### src/rtl/pdma_pkg.sv
package pdma_pkg;
   localparam int unsigned DIR_RX = 0;
   localparam int unsigned DIR_TX = 1;

   // field selector within a direction's register window
   localparam logic [2:0] FLD_PTR  = 3'd0;
   localparam logic [2:0] FLD_CNT  = 3'd1;
   localparam logic [2:0] FLD_NPTR = 3'd2;
   localparam logic [2:0] FLD_NCNT = 3'd3;
   localparam logic [2:0] FLD_CTRL = 3'd4;

   function automatic logic [2:0] size_bytes(input logic [1:0] code);
      case (code)
         2'd0:    size_bytes = 3'd1;
         2'd1:    size_bytes = 3'd2;
         default: size_bytes = 3'd4;
      endcase
   endfunction
endpackage

### src/rtl/pdma_chan.sv
module pdma_chan
   import pdma_pkg::*;
#(
   parameter int unsigned AW = 32,
   parameter int unsigned CW = 16
) (
   input  logic          clk,
   input  logic          rst_n,
   input  logic          wr_en,
   input  logic [2:0]    wr_sel,
   input  logic [AW-1:0] wr_data,
   input  logic          adv,
   output logic [AW-1:0] cur_ptr,
   output logic [CW-1:0] cur_cnt,
   output logic [AW-1:0] nxt_ptr,
   output logic [CW-1:0] nxt_cnt,
   output logic          en,
   output logic [1:0]    size,
   output logic          ready,
   output logic          done
);
   logic [AW-1:0] ptr_q, ptr_d, nptr_q, nptr_d;
   logic [CW-1:0] cnt_q, cnt_d, ncnt_q, ncnt_d;
   logic          en_q, en_d;
   logic [1:0]    size_q, size_d;

   always_comb begin
      ptr_d  = ptr_q;
      cnt_d  = cnt_q;
      nptr_d = nptr_q;
      ncnt_d = ncnt_q;
      en_d   = en_q;
      size_d = size_q;
      if (adv) begin
         ptr_d = ptr_q + AW'(size_bytes(size_q));
         cnt_d = cnt_q - 1'b1;
      end
      if (wr_en) begin
         case (wr_sel)
            FLD_PTR:  ptr_d  = wr_data;
            FLD_CNT:  cnt_d  = wr_data[CW-1:0];
            FLD_NPTR: nptr_d = wr_data;
            FLD_NCNT: ncnt_d = wr_data[CW-1:0];
            FLD_CTRL: begin
               en_d   = wr_data[0];
               size_d = wr_data[2:1];
            end
            default: ;
         endcase
      end
      // chain the queued buffer in the same clock the current one empties
      if (cnt_d == '0 && ncnt_d != '0) begin
         ptr_d  = nptr_d;
         cnt_d  = ncnt_d;
         ncnt_d = '0;
      end
   end

   always_ff @(posedge clk or negedge rst_n) begin
      if (!rst_n) begin
         ptr_q  <= '0;
         cnt_q  <= '0;
         nptr_q <= '0;
         ncnt_q <= '0;
         en_q   <= 1'b0;
         size_q <= 2'd0;
      end else begin
         ptr_q  <= ptr_d;
         cnt_q  <= cnt_d;
         nptr_q <= nptr_d;
         ncnt_q <= ncnt_d;
         en_q   <= en_d;
         size_q <= size_d;
      end
   end

   assign cur_ptr = ptr_q;
   assign cur_cnt = cnt_q;
   assign nxt_ptr = nptr_q;
   assign nxt_cnt = ncnt_q;
   assign en      = en_q;
   assign size    = size_q;
   assign ready   = en_q && (cnt_q != '0);
   assign done    = (cnt_q == '0) && (ncnt_q == '0);
endmodule

### src/rtl/pdma_xfer.sv
module pdma_xfer #(
   parameter int unsigned AW = 32,
   parameter int unsigned DW = 32
) (
   input  logic          clk,
   input  logic          rst_n,
   input  logic          rx_rdy,
   input  logic          tx_rdy,
   input  logic          rx_req,
   input  logic          tx_req,
   input  logic [AW-1:0] rx_ptr,
   input  logic [AW-1:0] tx_ptr,
   input  logic [1:0]    rx_size,
   input  logic [1:0]    tx_size,
   input  logic [DW-1:0] rx_data,
   input  logic          mem_gnt,
   input  logic [DW-1:0] mem_rdata,
   output logic          mem_req,
   output logic          mem_we,
   output logic [AW-1:0] mem_addr,
   output logic [1:0]    mem_size,
   output logic [DW-1:0] mem_wdata,
   output logic          rx_ack,
   output logic          tx_load,
   output logic [DW-1:0] tx_data,
   output logic          rx_adv,
   output logic          tx_adv
);
   logic          rx_wr_q, rx_wr_d;
   logic          tx_wait_q, tx_wait_d;
   logic [DW-1:0] rx_buf_q, rx_buf_d;
   logic          tx_go;

   always_comb begin
      mem_req   = 1'b0;
      mem_we    = 1'b0;
      mem_addr  = tx_ptr;
      mem_size  = tx_size;
      mem_wdata = rx_buf_q;
      rx_ack    = 1'b0;
      tx_load   = 1'b0;
      rx_adv    = 1'b0;
      tx_adv    = 1'b0;
      rx_wr_d   = rx_wr_q;
      tx_wait_d = tx_wait_q;
      rx_buf_d  = rx_buf_q;
      tx_go     = 1'b0;
      if (rx_wr_q) begin
         // second clock of a receive item: write the captured word
         mem_req  = 1'b1;
         mem_we   = 1'b1;
         mem_addr = rx_ptr;
         mem_size = rx_size;
         if (mem_gnt) begin
            rx_adv  = 1'b1;
            rx_wr_d = 1'b0;
         end
      end else if (tx_wait_q) begin
         tx_go = 1'b1;
      end else if (rx_req && rx_rdy) begin
         rx_ack   = 1'b1;
         rx_buf_d = rx_data;
         rx_wr_d  = 1'b1;
      end else if (tx_req && tx_rdy) begin
         tx_go = 1'b1;
      end
      if (tx_go) begin
         mem_req = 1'b1;
         if (mem_gnt) begin
            tx_load   = 1'b1;
            tx_adv    = 1'b1;
            tx_wait_d = 1'b0;
         end else begin
            tx_wait_d = 1'b1;
         end
      end
   end

   always_ff @(posedge clk or negedge rst_n) begin
      if (!rst_n) begin
         rx_wr_q   <= 1'b0;
         tx_wait_q <= 1'b0;
         rx_buf_q  <= '0;
      end else begin
         rx_wr_q   <= rx_wr_d;
         tx_wait_q <= tx_wait_d;
         rx_buf_q  <= rx_buf_d;
      end
   end

   assign tx_data = mem_rdata;
endmodule

### src/rtl/pdma_pair.sv
module pdma_pair
   import pdma_pkg::*;
#(
   parameter int unsigned AW = 32,
   parameter int unsigned CW = 16,
   parameter int unsigned DW = 32
) (
   input  logic          clk,
   input  logic          rst_n,
   input  logic          cfg_wr_en,
   input  logic [3:0]    cfg_wr_addr,
   input  logic [AW-1:0] cfg_wdata,
   input  logic [3:0]    cfg_rd_addr,
   output logic [AW-1:0] cfg_rdata,
   input  logic          rx_req,
   input  logic [DW-1:0] rx_data,
   output logic          rx_ack,
   input  logic          tx_req,
   output logic [DW-1:0] tx_data,
   output logic          tx_load,
   output logic          mem_req,
   output logic          mem_we,
   output logic [AW-1:0] mem_addr,
   output logic [1:0]    mem_size,
   output logic [DW-1:0] mem_wdata,
   input  logic          mem_gnt,
   input  logic [DW-1:0] mem_rdata,
   output logic          rx_end,
   output logic          tx_end,
   output logic          all_done
);
   localparam int unsigned NDIR = 2;

   if (AW < 16 || AW > 32) begin : g_bad_aw
      $error("pdma_pair: AW must be within 16..32");
   end
   if (CW < 2 || CW > AW) begin : g_bad_cw
      $error("pdma_pair: CW must be within 2..AW");
   end
   if (DW < 8) begin : g_bad_dw
      $error("pdma_pair: DW must be at least 8");
   end

   logic [AW-1:0] ptr_w  [NDIR];
   logic [AW-1:0] nptr_w [NDIR];
   logic [CW-1:0] cnt_w  [NDIR];
   logic [CW-1:0] ncnt_w [NDIR];
   logic [1:0]    size_w [NDIR];
   logic          en_w   [NDIR];
   logic          ready_w[NDIR];
   logic          done_w [NDIR];
   logic          adv_w  [NDIR];

   for (genvar d = 0; d < NDIR; d++) begin : g_chan
      pdma_chan #(.AW(AW), .CW(CW)) u_chan (
         .clk     (clk),
         .rst_n   (rst_n),
         .wr_en   (cfg_wr_en && (cfg_wr_addr[3] == 1'(d))),
         .wr_sel  (cfg_wr_addr[2:0]),
         .wr_data (cfg_wdata),
         .adv     (adv_w[d]),
         .cur_ptr (ptr_w[d]),
         .cur_cnt (cnt_w[d]),
         .nxt_ptr (nptr_w[d]),
         .nxt_cnt (ncnt_w[d]),
         .en      (en_w[d]),
         .size    (size_w[d]),
         .ready   (ready_w[d]),
         .done    (done_w[d])
      );
   end

   pdma_xfer #(.AW(AW), .DW(DW)) u_xfer (
      .clk       (clk),
      .rst_n     (rst_n),
      .rx_rdy    (ready_w[DIR_RX]),
      .tx_rdy    (ready_w[DIR_TX]),
      .rx_req    (rx_req),
      .tx_req    (tx_req),
      .rx_ptr    (ptr_w[DIR_RX]),
      .tx_ptr    (ptr_w[DIR_TX]),
      .rx_size   (size_w[DIR_RX]),
      .tx_size   (size_w[DIR_TX]),
      .rx_data   (rx_data),
      .mem_gnt   (mem_gnt),
      .mem_rdata (mem_rdata),
      .mem_req   (mem_req),
      .mem_we    (mem_we),
      .mem_addr  (mem_addr),
      .mem_size  (mem_size),
      .mem_wdata (mem_wdata),
      .rx_ack    (rx_ack),
      .tx_load   (tx_load),
      .tx_data   (tx_data),
      .rx_adv    (adv_w[DIR_RX]),
      .tx_adv    (adv_w[DIR_TX])
   );

   logic rd_dir;
   assign rd_dir = cfg_rd_addr[3];

   always_comb begin
      cfg_rdata = '0;
      case (cfg_rd_addr[2:0])
         FLD_PTR:  cfg_rdata = ptr_w[rd_dir];
         FLD_CNT:  cfg_rdata = AW'(cnt_w[rd_dir]);
         FLD_NPTR: cfg_rdata = nptr_w[rd_dir];
         FLD_NCNT: cfg_rdata = AW'(ncnt_w[rd_dir]);
         FLD_CTRL: cfg_rdata[2:0] = {size_w[rd_dir], en_w[rd_dir]};
         default:  cfg_rdata = '0;
      endcase
   end

   assign rx_end   = done_w[DIR_RX];
   assign tx_end   = done_w[DIR_TX];
   assign all_done = done_w[DIR_RX] && done_w[DIR_TX];
endmodule

### config.mk
export PLATFORM = sky130hd
export DESIGN_NAME = pdma_pair
export DESIGN_NICKNAME = d
export VERILOG_FILES = /design/src/rtl/pdma_pkg.sv /design/src/rtl/pdma_chan.sv /design/src/rtl/pdma_xfer.sv /design/src/rtl/pdma_pair.sv
export SDC_FILE = /design/constraint.sdc
export NUM_CORES = 1
export LEC_CHECK = 0
export ABC_AREA = 1
export CORE_UTILIZATION = 60
export DETAILED_ROUTE_END_ITERATION = 8
export DONT_BUFFER_PORTS = 1
export GPL_TIMING_DRIVEN = 0
export PLACE_DENSITY_LB_ADDON = 0.15
export SYNTH_ARGS = -nofsm -noshare
export SYNTH_HDL_FRONTEND = slang
export SYNTH_HIERARCHICAL = 1
export SYNTH_SLANG_ARGS = --single-unit
### constraint.sdc
create_clock -name clk -period 5.2 [get_ports clk]
set_clock_uncertainty 0.2 [all_clocks]
set_input_delay 1.3 -clock clk [delete_from_list [all_inputs] [get_ports clk]]
set_output_delay 1.3 -clock clk [all_outputs]
set_load 0.01 [all_outputs]
==> impl_summary.txt <==
----------------------------------------------------
[Synthesis]
  Share of the yosys chip area belonging to registers ... around 35%
  Cell with the most instances after synthesis ... nand2_1
  Primary flip-flop cell chosen by synthesis mapping ... dfrtp_1
  Most frequent cells after synthesis ... nand2_1 (1137), nor2_1 (287), inv_1 (253), dfrtp_1 (232), nand3_1 (146)
  Synthesized area divided by synthesized cell count ... between 6 and 7 µm²
  Number of library cell types mapped by synthesis ... 46
  Number of instances in the synthesized netlist ... between 2k and 3k
  Share of async-settable or async-resettable flops after synthesis ... 100%
  Summed instance area of the synthesized netlist ... roughly 16000 µm²
  Flop and latch count out of synthesis ... 232
  Most area-hungry cell type in the Yosys netlist ... dfrtp_1
  Count of flip-flops with a built-in enable after synthesis ... 0
  Warnings, synthesis ... 6
  Area share of the leading cell type in the synthesized netlist ... a little over a third
  Cells taking the most area after synthesis ... dfrtp_1 (35%), nand2_1 (26%), nor2_1 (6.6%)
  Synthesized Nets ... about 2.7k

[CTS]
  Clock tree from TritonCTS ... yes
  Total of hold buffers inserted after clock tree synthesis ... 0
  Num CTS Buffers ... 27
  Clk_lat worst skew ... 0.55 ns
  Clk pin slew, worst setup/hold paths ... 0.06 ns
  CTS HTree Levels ... 1
  Bufs on Longest Clock Path ... 3
  Root Driver ... clkbuf_16
  Clock tree sinks ... between 200 and 250

[STA]
  Post-route minimum period ... between 4 and 5 ns
  Final period utilization ... between 90% and 100%
  Setup repair after global routing missed its margin ... false
  Count of final setup violators ... 0
  Count of endpoints failing hold in the final timing report ... 0
  FMAX ... a little over 200 MHz
  Setup TNS ... 0 ns
  Worst hold-check slack ... between 0.2 and 0.3 ns
  Slew at the pin closest to its max-slew limit ... slightly below 0.9 ns
  Final max-slew violation count ... 0
  Relative slew margins ... between 40% and 50%

[Power and ir drop]
  Leakage dissipation ... 9.49 nW
  Highest ir drop seen on vdd ... about 0.33 mV
  Overall power after layout ... between 0.007 and 0.008 W
  PD cells ... approximately 420 nW/µm²

[Flow run]
  Maximum capacitance violations ... 0

[Route]
  Vias per std cell ... 5.89
  Post-route DRC ... 0
  Antenna Violating Nets Remaining ... 0
  Vias after detailed routing ... 17.7k
  Routed wire per std cell ... 21.1 µm
  Violation count after the first detailed-routing iteration ... 2554
  Total wirelength of the detailed-routed design ... ~63 mm
  First drt pass iteration count ... 7

[Finish]
  Post-route cell area ... roughly 18000 µm²
  Util after Layout ... between 60% and 70%
  Total inserted antenna cells ... 0
  Share of final-layout standard cells stronger than drive strength 1 ... under 10%
  Area overhead of the layout relative to synthesis ... 8.31%
  Final net count ... roughly 2.8k

[GRT]
  Wire length of the first global-routing pass ... between 90 and 100 mm
  Total grt overflow ... 0
  Number of antenna violations at the first check in global routing ... 1
  Number of global-route vias before repair ... between 15k and 20k
  All-layer global routing usage ... 44.5%
  Maximum number of pins on one net before global-route repair ... between 200 and 250

[Placement]
  Routability congestion estimate from global placement ... between 1 and 1.5
  Number of buffers inserted by port buffering ... 0
  Cell area after placement ... between 15000 and 20000 µm²
  Detailed-placement wirelength estimate ... 49.0 mm

[Critical path]
  Critical path data arrival time ... between 5 and 6 ns
  Reg2reg setup slack ... about 0.25 ns
  Startpoint Class ... flop
  Required @ worst endpoint ... 5.44 ns
  Cell class contributing the biggest share of worst-path delay ... simple AND/OR/NAND/NOR gates
  Most prevalent standard cell on the critical path ... nand2_1
  Cells along the critical path ... inv_1 -> ha_1 -> nand2_1 -> nor4_4 -> nor2_1 -> nand3_1 -> nand3_1 -> nor2_1 -> nand2_1 -> inv_1 -> nand2_1 -> nor2_1 -> nand2_1 -> nand2_1 -> nand3_1 -> nand2_1 -> nand3_1 -> nor2_1 -> clkbuf_1 -> nand3_1 -> nand2_1 -> inv_1
  Max stage delay cell, worst path ... nor4_4
  Worst-case reg-to-reg path depth ... 22
  Stage delay of the slowest cell on the critical path ... around 0.53 ns
  WS Path Type ... reg -> reg
  Type of destination of the critical path ... flop
  Bufs and invs on worst path ... 4
  Crit-path max FO ... 10
  Cell depth of the worst setup path ... 22

[Floorplan]
  Total die area ... roughly 28000 µm²
  Placeable core region ... 26900 µm²
  Initial core utilization ... 60.9%
  I/O pins ... 247
  Std-Cell Rows ... 60
  Die height ... around 170 µm
  Horizontal die dimension ... 167 µm

[Outcome]
  Result of the run ... complete, no violations

[Min path]
  Class of the worst hold path ... in -> async

----------------------------------------------------
[flip-flops by register name, indices dropped and copies added, names as in the netlist]
register               count
g_chan.u_chan/cur_cnt     32
g_chan.u_chan/cur_ptr     64
g_chan.u_chan/en           2
g_chan.u_chan/nxt_cnt     32
g_chan.u_chan/nxt_ptr     64
g_chan.u_chan/size         4
u_xfer/mem_wdata          32
u_xfer/rx_wr_q             1
u_xfer/tx_wait_q           1
[what timing repair did]
item,in CTS,in global routing
gates resized for setup,1,4
endpoints found under the setup margin,42,53
buffers inserted,0,0
pin swaps,0,0
[logic make-up (layout without fill, tap and decap cells)]
group,Yosys count,count (layout),synth area share (%)
AO/OA/AOI/OAI,212,212,7.16
XOR/XNOR,36,36,1.93
adder cells (fa/ha/maj),10,10,0.856
buffers and inverters,405,455,11.4
flip-flops,232,232,35.5
multiplexers,15,15,1.02
AND/OR/NAND/NOR,1694,1694,42.2
[placed cells by master, fill, tap and decap left out, types with 4 or more instances in the layout]
cell type | synthesis | final
buf_2 | 39 | 39
nand2_1 | 1137 | 1137
buf_4 | 47 | 47
inv_1 | 253 | 253
inv_2 | 12 | 12
ha_1 | 8 | 8
buf_6 | 14 | 14
o21a_1 | 11 | 11
clkinv_2 | 0 | 5
nand2_2 | 5 | 5
xor2_1 | 18 | 18
dfrtp_1 | 232 | 232
nor2_4 | 8 | 8
nor3_1 | 20 | 20
nor2_2 | 9 | 10
nand3_1 | 146 | 146
clkbuf_16 | 0 | 27
a21oi_1 | 16 | 16
clkinv_4 | 0 | 4
a21boi_0 | 17 | 17
o21ai_1 | 31 | 31
nor4_1 | 10 | 9
nand4_1 | 56 | 56
a31oi_1 | 6 | 6
clkbuf_1 | 33 | 36
nor2_1 | 287 | 286
o21ai_0 | 119 | 119
o22ai_1 | 4 | 4
xnor2_1 | 18 | 18
mux2_2 | 14 | 14
or2_2 | 4 | 4
[report_power, final]
part	internal (W)	leakage, nW	switching, W
Combinational	0.000817	6.24	0.00153
Sequential	0.00232	2.80	0.000853
Clock	0.00116	0.451	0.000806
[path summary, 6_finish.rpt]
kind | from | end
max | g_chan[0].u_chan/cur_cnt[0] | g_chan[1].u_chan/cur_ptr[15]
min | rst_n | g_chan[0].u_chan/nxt_ptr[26]
max reg2reg | g_chan[0].u_chan/cur_cnt[0] | g_chan[1].u_chan/cur_ptr[15]
min reg2reg | g_chan[0].u_chan/en | g_chan[0].u_chan/en
max in group asynchronous | rst_n | g_chan[1].u_chan/nxt_ptr[4]
min in group clk | g_chan[0].u_chan/en | g_chan[0].u_chan/en
[cell type report]
| type | instances | area [µm²] |
|---|---|---|
| buffer | 135 | 850 |
| clock inverter | 16 | 184 |
| sequential | 232 | 5810 |
| tap | 341 | 427 |
| fill | 2464 | 9140 |
| inverter | 270 | 1020 |
| multi-input combinational | 1967 | 8720 |
| clock buffer | 34 | 732 |
[metal layers]
metal,part of all wire [%],GRT usage (%)
met2,44,68.8
met5,0.019,0
met3,13,9.95
met4,5.6,22.4
met1,38,58.9
[metrics by stage]
stage | setup slack (ns) | cells
2_1_floorplan | 1.58 | 2604
5_1_grt | 0.0368 | 2995
3_3_place_gp | -0.285 | 2945
3_5_place_dp | -0.298 | 2945
4_1_cts | 0.0438 | 2995
6_report | 0.253 | 2995
(Power assumes the default switching activity.)
